## config.mk

```make
export PLATFORM = sky130hd
export DESIGN_NAME = upram_ctrl
export DESIGN_NICKNAME = d
export VERILOG_FILES = /design/src/rtl/upram_pkg.sv /design/src/rtl/upram_mode_reg.sv /design/src/rtl/upram_map.sv /design/src/rtl/upram_ctrl.sv
export SDC_FILE = /design/constraint.sdc
export NUM_CORES = 1
export LEC_CHECK = 0
export BUFFER_PORTS_ARGS = -buffer_cell sky130_fd_sc_hd__buf_2
export CORE_AREA = 2 2 39 41
export CTS_BUF_LIST = sky130_fd_sc_hd__clkbuf_4 sky130_fd_sc_hd__clkbuf_8
export DETAILED_ROUTE_END_ITERATION = 12
export DIE_AREA = 0 0 41 43
export GPL_TIMING_DRIVEN = 0
export PLACE_DENSITY_LB_ADDON = 0.05
export SYNTH_ARGS = -nofsm -noshare
export SYNTH_HDL_FRONTEND = slang
export SYNTH_SLANG_ARGS = --single-unit
export TNS_END_PERCENT = 100
```

## constraint.sdc

```tcl
create_clock -name clk -period 2.79 [get_ports clk]
set_clock_uncertainty 0.15 [all_clocks]
set_input_delay 0.1395 -clock clk [delete_from_list [all_inputs] [get_ports clk]]
set_output_delay 0.1395 -clock clk [all_outputs]
set_load 0.02 [all_outputs]
```

## src/rtl/upram_pkg.sv

```systemverilog
// Shared types for the upper-memory overlay controller.
// Assumes one bus access per cycle, marked by a read or a write strobe.
package upram_pkg;

    // Mode bits loaded by a control read.
    typedef struct packed {
        logic bank2;   // 1: D000-DFFF uses bank 2, 0: bank 1
        logic rd_ram;  // 1: window reads come from RAM
        logic wr_en;   // 1: window writes reach RAM
    } upram_mode_t;

    localparam upram_mode_t MODE_RESET = '{bank2: 1'b0, rd_ram: 1'b0, wr_en: 1'b0};

endpackage

```

## src/rtl/upram_mode_reg.sv

```systemverilog
// Decodes reads of the sixteen control addresses and holds the overlay mode.
// Assumes: the control page is the address with its low 4 bits removed.
// Address bit 2 is not decoded, and writes to the control page do nothing.
module upram_mode_reg
    import upram_pkg::*;
#(
    parameter int ADDR_W = 16,
    parameter logic [ADDR_W-5:0] SW_PAGE = 12'hC08
) (
    input  logic              clk,
    input  logic              rst_n,
    input  logic [ADDR_W-1:0] bus_addr,
    input  logic              bus_rd,
    output upram_mode_t       mode_q
);

    logic        sw_hit;
    upram_mode_t mode_d;

    // Detect a read of the control page and derive the new mode from its offset.
    always_comb begin
        sw_hit        = bus_rd && (bus_addr[ADDR_W-1:4] == SW_PAGE);
        mode_d.bank2  = ~bus_addr[3];
        mode_d.rd_ram = ~(bus_addr[1] ^ bus_addr[0]);
        mode_d.wr_en  = bus_addr[0];
    end

    // Mode register: reset to ROM read, writes off, bank 1.
    always_ff @(posedge clk) begin
        if (!rst_n) begin
            mode_q <= MODE_RESET;
        end else if (sw_hit) begin
            mode_q <= mode_d;
        end
    end

endmodule

```

## src/rtl/upram_map.sv

```systemverilog
// Maps a bus access in the top window onto RAM/ROM selects and offsets.
// Assumes: the window is the top three pages of BANK_AW bits each.
// The lowest of these pages is banked and the upper two are shared.
// RAM layout: bank 1, then bank 2, then the shared region.
module upram_map
    import upram_pkg::*;
#(
    parameter int ADDR_W  = 16,
    parameter int BANK_AW = 12,
    localparam int OFS_W  = BANK_AW + 2,
    localparam int PAGE_W = ADDR_W - BANK_AW
) (
    input  logic [ADDR_W-1:0] bus_addr,
    input  logic              bus_rd,
    input  logic              bus_wr,
    input  upram_mode_t       mode,
    output logic              win_hit,
    output logic              rd_sel_ram,
    output logic              rd_sel_rom,
    output logic              ram_we,
    output logic [OFS_W-1:0]  ram_ofs,
    output logic [OFS_W-1:0]  rom_ofs
);

    localparam logic [PAGE_W-1:0] BANKED_PAGE = {PAGE_W{1'b1}} - 2;

    logic [PAGE_W-1:0] page;
    logic              in_win;
    logic              banked;

    // Classify the page of the current address.
    always_comb begin
        page   = bus_addr[ADDR_W-1:BANK_AW];
        in_win = (page >= BANKED_PAGE);
        banked = (page == BANKED_PAGE);
    end

    // Produce the selects and offsets for the current access.
    always_comb begin
        win_hit    = in_win && (bus_rd || bus_wr);
        rd_sel_ram = win_hit && bus_rd && mode.rd_ram;
        rd_sel_rom = win_hit && bus_rd && !mode.rd_ram;
        ram_we     = win_hit && bus_wr && !bus_rd && mode.wr_en;
        ram_ofs    = '0;
        rom_ofs    = '0;
        if (win_hit) begin
            rom_ofs = bus_addr[OFS_W-1:0];
            if (banked) begin
                ram_ofs = {1'b0, mode.bank2, bus_addr[BANK_AW-1:0]};
            end else begin
                ram_ofs = {1'b1, bus_addr[BANK_AW:0]};
            end
        end
    end

endmodule

```

## src/rtl/upram_ctrl.sv

```systemverilog
// Top of the upper-memory overlay controller: control decode plus window mapping.
// Assumes: bus_rd and bus_wr are not asserted together. If both are high, the
// access is treated as a read.
module upram_ctrl
    import upram_pkg::*;
#(
    parameter int ADDR_W  = 16,
    parameter int BANK_AW = 12,
    parameter logic [ADDR_W-5:0] SW_PAGE = 12'hC08,
    localparam int OFS_W  = BANK_AW + 2
) (
    input  logic              clk,
    input  logic              rst_n,
    input  logic [ADDR_W-1:0] bus_addr,
    input  logic              bus_rd,
    input  logic              bus_wr,
    output logic              win_hit,
    output logic              rd_sel_ram,
    output logic              rd_sel_rom,
    output logic              ram_we,
    output logic [OFS_W-1:0]  ram_ofs,
    output logic [OFS_W-1:0]  rom_ofs
);

    upram_mode_t mode_q;

    upram_mode_reg #(
        .ADDR_W (ADDR_W),
        .SW_PAGE(SW_PAGE)
    ) mode_i (
        .clk     (clk),
        .rst_n   (rst_n),
        .bus_addr(bus_addr),
        .bus_rd  (bus_rd),
        .mode_q  (mode_q)
    );

    upram_map #(
        .ADDR_W (ADDR_W),
        .BANK_AW(BANK_AW)
    ) map_i (
        .bus_addr  (bus_addr),
        .bus_rd    (bus_rd),
        .bus_wr    (bus_wr),
        .mode      (mode_q),
        .win_hit   (win_hit),
        .rd_sel_ram(rd_sel_ram),
        .rd_sel_rom(rd_sel_rom),
        .ram_we    (ram_we),
        .ram_ofs   (ram_ofs),
        .rom_ofs   (rom_ofs)
    );

endmodule

```

Word level (Yosys, flattened, before mapping)
Cells that the tools add are included.
{ "op_classes": {"magnitude_cmp": 1, "eq_ne": 2, "reduce_logical": 11, "n_bitwise": 3, "n_mux": 3} }
{ "ops": {"columns": ["cell", "count"], "rows": [
  ["two-way mux 14 bit", 3],
  ["equality test 12 bit (second input constant)", 1],
  ["logical AND 1 bit", 8],
  ["equality test 4 bit (second input constant)", 1],
  [">= comparator 4 bit (second input constant)", 1],
  ["zero test 1 bit", 2],
  ["NOT 1 bit", 2],
  ["logical OR 1 bit", 1],
  ["bitwise XOR 1 bit", 1]
]} }
{ "totals": {"wordCells": 23, "out_inout_bits": 32, "regBits": 3, "input_bits": 20} }

Logic depth before layout (Yosys ltp)
Gate-level depths: netlist of the first run.
{ "logic_depth": {"depth_word": 5, "mapped_depth": 5, "depth_no_buf": 3} }

Cells and area by module
From an unflattened synthesis of the first run, not the netlist that was laid out.
{ "hier_totals": {"hier_cells": 61, "area_unflattened_um2": 465.4} }
{ "modules_own_cells": {"columns": ["mod", "area_each_um2", "seq_area_each_um2", "cells_per_inst", "n_inst"], "rows": [
  ["upram_map", 296.5, 0.0, 42, 1],
  ["upram_mode_reg", 168.9, 60.1, 19, 1]
]} }

Worst setup path after synthesis of the first run
Ideal clock, no wire load.
{ "synth_path": {"path_kind": "input port to output port", "from": "in bus_rd", "to": "out rom_ofs[0]", "path_slack_ps": 1442, "arrival_ps": 1058, "path_stages": 5, "path_buffers": 2, "required_time_ps": 2501, "cell_sequence": "o211a_1 > o21a_2 > buf_6 > and2_1 > buf_4"} }
{ "synth_via": {"elab_chain_cells": 3} }
{ "synth_lines": {"columns": ["element", "line_no", "source"], "rows": [
  ["from (decl)", "upram_ctrl.sv:15", "input logic bus_rd,"],
  ["logical OR 1 bit", "upram_map.sv:40", "win_hit = in_win && (bus_rd || bus_wr);"],
  ["logical AND 1 bit", "upram_map.sv:40", null],
  ["via win_hit", "upram_ctrl.sv:17", "output logic win_hit,"],
  ["two-way mux 14 bit", "upram_map.sv:46", "if (win_hit) begin"],
  ["to (decl)", "upram_ctrl.sv:22", "output logic [OFS_W-1:0] rom_ofs"]
]} }
The timed path passes the listed nets, and every way through them passes these cells.

Final worst setup path of the first run
{ "layout_path": {"from": "in bus_rd", "to": "out rom_ofs[4]"} }
{ "layout_via": {"elab_chain_cells": 3} }
{ "layout_lines": {"columns": ["element", "line_no"], "rows": [
  ["logical OR 1 bit", "upram_map.sv:40"],
  ["logical AND 1 bit", "upram_map.sv:40"],
  ["two-way mux 14 bit", "upram_map.sv:46"]
]} }
No other way between the ends.

==> run metrics, run 1 <==
outcome finished clean; slew of the pin with the lowest slew margin approximately 0.23 ns; worst skew pair latency approximately 0.23 ns; die width around 41 microns; Fin. Hold Viols 0; synth unique cells 17; Most common cell on crit path buf_2; synthesized area per cell 7.93 sq um; cts-stage hold buffer count 0; Layout Nets 129; die height 43 microns; DRT antenna net count 0; compound-cell area share of the yosys netlist 6.25%; layout cells sized above 1 65.7%; RSZ-0062 raised after global routing no; VDD IR max 0.203 mV; GPL Wtd Cong 0.655; Slew HR 84.6%; clk buf depth 2; # IOs 52; Leakage Power around 0.47 nW; worst hold path class input pin to register; register bit count reported by yosys 3; dpl cells 120; DRC errors left 0; fin crit period 1.53 ns; CTS tree yes; Worst Setup Path Type input pin to output pin; Starting Density between 30 and 40%; Post-Synth Simple-Gate Area approximately 44%; sequential area share after synthesis between 10% and 20%; DRT Pass-1 Iters 2; largest area contributor in the netlist buf_4; period utilisation layout 55.0%; DR vias/cell ~4.2; max FFs per register 3; top flop regs mode_i.mode_q (3); yosys warns 0; Register Area 60.1 sq um; vias in the first global route 422; multi-input gate area in the final layout about 250 sq um; Syn Nets 73; FP Rows 14; mux share of post-synthesis cell area 7.14%; IO Port Bufs 51; post-synth top area share 23.2%; clk root buf clkbuf_4; Crit Path Max Fanout 10; ranking of synthesized cells by area buf_4 (23%), and2_1 (22%), dfxtp_1 (14%); core area 1380 sq um; CTS buffer count 3; Crit path arrival time 1.24 ns; delay of the slowest critical-path stage 0.25 ns; initial antenna violation count 0; Setup Fix Bufs, Post-CTS 0; Diodes inserted 0; CP max-delay cell o211a_1; clock sink total 3; GRT Util Overall 12.2%; Biggest register mode_i.mode_q; Synth Area in XOR/XNOR 2.08%; Routed WL between 1 and 1.5 mm; Required @ worst endpoint 2.50 ns; Area growth syn-to-layout 72.6%; post-route setup TNS 0 ns; H-tree levels 1; largest family of logic cells by synthesized area simple AND/OR/NAND/NOR gates; hold path depth 3; CP Launch Type input pin; Final Instance Count excl. Fillers 124; CP Capture Type output pin; Mapped Area 420 sq um; DRT iter0 DRCs 1; # fillers 147; final slew viol count 0; R2R depth 2; post-synthesis cell count 53; clk slew on worst S/H paths 0.03 ns; GRT overflow 0; Final Util 52.4%; PD cells between 200 and 300 nW/um^2; die area between 1500 and 2000 sq um; largest net degree at the start of global routing 11; first-pass GRT wire length 1.55 mm; Max-Cap Viols 0; worst-path cell chain buf_2 -> o211a_1 -> o21a_2 -> buf_6 -> and2_1 -> buf_4 -> buf_2; WL per Instance 8.71 microns; post-synthesis adder-cell area fraction 0%; CTS resizes 0; final setup fails 0; Max Fclk 652 MHz; Total Power between 0.2 and 0.25 mW; Via Count 524
placed cells by master (no fill, tap or decap), types with 2 or more instances in the layout:
cell type / Yosys / routed
clkbuf_4: 0 / 4
buf_4: 13 / 13
dfxtp_1: 3 / 3
nand2_1: 6 / 6
mux2i_1: 3 / 3
and2_1: 15 / 15
and4b_1: 2 / 2
buf_2: 0 / 51
cells by family (layout without fill, tap and decap cells):
| group | Yosys count | in the layout |
|---|---|---|
| xor+xnor | 1 | 1 |
| simple gates | 29 | 29 |
| buf+inv | 14 | 69 |
| compound gates | 3 | 3 |
| mux | 3 | 3 |
| flops | 3 | 3 |
path summary, 6_finish.rpt:
kind / startpoint / end / slack [ns]
min reg2reg: mode_i.mode_q[2] / mode_i.mode_q[2] / 0.31
max: bus_rd / rom_ofs[4] / 1.26
min: bus_addr[3] / mode_i.mode_q[2] / 0.04
max reg2reg: mode_i.mode_q[0] / mode_i.mode_q[0] / 2.05
routing by layer:
layer	global-route usage, %	wire, microns
met1	12.2	399
met5	0	0
met2	23.4	593
met3	0	87
met4	6.00	0
stage by stage:
step | setup WS (ns) | instance area (sq um) | hold slack [ns]
detailed placement | 1.25 | 696 | 0.286
CTS | 1.25 | 726 | 0.0404
floorplan | 1.44 | 420 | 0.132
global placement | 1.25 | 696 | 0.284
global route | 1.19 | 726 | 0.0862
finish | 1.26 | 726 | 0.0420
where the power goes:
group	internal [mW]	switching, mW
Combinational	0.0347	0.0392
Clock	0.0633	0.0221
Sequential	0.0431	0.00000245
Yosys cell counts, drive strengths merged:
| cell | count |
|---|---|
| and3 | 1 |
| nand2b | 1 |
| buf | 14 |
| o211a | 1 |
| nor4b | 2 |
| dfxtp | 3 |
| and3b | 1 |
| and2 | 15 |
| nor3 | 1 |
| xnor2 | 1 |
| nand2 | 6 |
| o21a | 2 |
| mux2i | 3 |
| and4b | 2 |
layout make-up:
cell class                 count  area share (%)
tap                           16            2.76
multi-input combinational     36            34.7
timing repair buffer          51            35.2
sequential                     3            8.28
clock buffer                   4            4.14
buffer                        14            15.0
worst max-delay path, delay by kind of cell:
family,cells,cell delay [ns]
AND/OR/NAND/NOR,1,0.16
buffers and inverters,4,0.53
AO/OA/AOI/OAI,2,0.41
(Power assumes the default switching activity.)
==> inputs of run 2 (changes only) <==
Settings changed: ABC_AREA from default to 1, CORE_AREA 2 2 39 41 to default, CORE_UTILIZATION from default to 35, DIE_AREA 0 0 41 43 to default.
Clock period 2.79 ns to 1.58 ns, I/O delays scaled along.
==> run metrics, run 2 <==
ranking of synthesized cells by area nor2_1 (23%), buf_4 (19%), dfxtp_1 (12%); worst skew pair latency between 0.2 and 0.25 ns; final slew viol count 0; compound-cell area share of the yosys netlist 4.91%; Biggest register mode_i.mode_q; FP Rows 13; clk buf depth 2; Final Instance Count excl. Fillers 162; Worst Setup Path Type input pin to output pin; fin crit period 1.40 ns; WL per Instance 7.51 microns; Starting Density 37.2%; most common cell in the netlist nor2_1; WHS about 0.052 ns; Post-synth EDFFs 0; Required @ worst endpoint approximately 1.4 ns; die width 39.2 microns; GRT Util Overall approximately 15%; worst-path cell chain dlygate4sd3_1 -> buf_2 -> inv_1 -> nor2_1 -> buf_4 -> buf_2; first-pass GRT wire length 1.57 mm; Max-Cap Viols 0; DR vias/cell between 4 and 5; Slew HR 78.4%; post-synth top area share a little under a quarter; RSZ-0062 raised after global routing no; Setup Fix Bufs, Post-CTS 0; Mapped Area 484 sq um; final setup fails 0; post-detail-place hpwl 1.02 mm; CTS tree yes; vias in the first global route 424; hold wc startpoint bus_addr[0]; # fillers approximately 150; top flop regs mode_i.mode_q (3); largest family of logic cells by synthesized area simple AND/OR/NAND/NOR gates; Layout Nets 168; Routed WL 1.22 mm; dpl cells 156; layout cells sized above 1 49.7%; GPL Wtd Cong 0.737; most frequent cells in the layout buf_2 (51), nor2_1 (30), inv_1 (16), buf_4 (12), nand2_1 (11); CTS resizes 0; DRT Pass-1 Iters 4; PD cells 475 nW/um^2; CP Launch Type input pin; Crit path arrival time between 1 and 1.5 ns; Register Area roughly 60 sq um; DRC errors left 0; post-synthesis adder-cell area fraction 0%; Syn Nets 110; Reg2Reg Setup Slack 0.84 ns; mux share of post-synthesis cell area 0%; clk root buf clkbuf_4; Area growth syn-to-layout 66.9%; DRT iter0 DRCs 2; Post-synth ARST share 0%; worst hold path class input pin to register; die area 1540 sq um; register bit count reported by yosys 3; Most common cell on crit path buf_2; Max Fclk 713 MHz; CTS buffer count 3; H-tree levels 1; Diodes inserted 0; Crit Path Max Fanout 2; IO Port Bufs between 50 and 60; commonest non-fill, non-tap cell in the layout buf_2; VDD IR max roughly 0.65 mV; Synth Area in XOR/XNOR around 1.8%; Via Count 684; synthesized area per cell 5.38 sq um; clock sink total 3; post-route setup TNS 0 ns; CP Capture Type output pin; delay of the slowest critical-path stage approximately 0.54 ns; die height 39.2 microns; outcome finished clean; clk slew on worst S/H paths 0.04 ns; core area 1300 sq um; yosys warns 0; post-synthesis cell count 90; Fin. Hold Viols 0; synth unique cells 16; Leakage Power 0.564 nW; DRT antenna net count 0; CP max-delay cell dlygate4sd3_1; largest net degree at the start of global routing 11; sequential area share after synthesis 12.4%; # IOs 52; worst flop-to-flop path startpoint mode_i.mode_q[2]; slew of the pin with the lowest slew margin 0.324 ns; most common flop cell mapped by yosys dfxtp_1; multi-input gate area in the final layout ~260 sq um; CP startpoint bus_addr[3]; Post-Synth Simple-Gate Area a little under half; period utilisation layout between 80% and 90%; Post-synth top cells nor2_1 (30), inv_1 (16), buf_4 (12); GRT overflow 0; max FFs per register 3; initial antenna violation count 0; largest area contributor in the netlist nor2_1
-- run 2: what timing repair did --
item	4_1_cts	5_1_grt
hold buffers	2	0
setup endpoints to repair	0	0
hold endpoints to repair	3	0
-- run 2: worst max-delay path: cells and delay by family --
| family | cells | cell delay, ns |
|---|---|---|
| buffers and inverters | 5 | 0.96 |
| and+or+nand+nor | 1 | 0.13 |
-- run 2: power by group --
part	internal (mW)	leakage [nW]	switching (mW)	total, mW
registers	0.0762	0.0241	0.00000896	0.0762
logic	0.0648	0.521	0.0866	0.151
clock network	0.112	0.0184	0.0443	0.156
-- run 2: worst paths after layout --
| path | cells past startpoint | endpoint |
|---|---|---|
| worst max-delay path | 6 | rom_ofs[3] |
| worst min-delay path | 5 | mode_i.mode_q[0] |
| worst max register to register | 2 | mode_i.mode_q[2] |
| worst min register to register | 2 | mode_i.mode_q[0] |
-- run 2: stage by stage --
step / worst slack (ns) / power, mW / area [sq um] / util [%]
global placement: 0.255 / 0.224 / 758 / 58.3
detailed placement: 0.230 / 0.226 / 758 / 58.3
floorplan: 0.269 / 0.166 / 484 / -
CTS: 0.210 / 0.387 / 808 / 62.1
global route: 0.134 / 0.411 / 808 / 62.1
finish: 0.177 / 0.384 / 808 / 62.1
-- run 2: cells by family (layout without fill, tap and decap cells) --
| kind of cell | after synthesis | after routing |
|---|---|---|
| xor+xnor | 1 | 1 |
| buf+inv | 29 | 86 |
| compound gates | 4 | 4 |
| simple gates | 53 | 53 |
| flops | 3 | 3 |
-- run 2: layout make-up --
cell class	count	area share [%]
inverters	16	7.43
multi-input cells	58	32.5
well taps	15	2.32
plain buffers	13	12.5
flip-flops and latches	3	7.43
clock buffers	4	3.72
repair buffers	53	34.1
-- run 2: routing by layer --
metal  wire [microns]  global-route usage [%]  vias up
li1                 -                       -      369
met1              494                    15.9      288
met2              638                    27.5       25
met3               74                    3.47        2
met4                8                    5.17        0
met5                0                       0        -
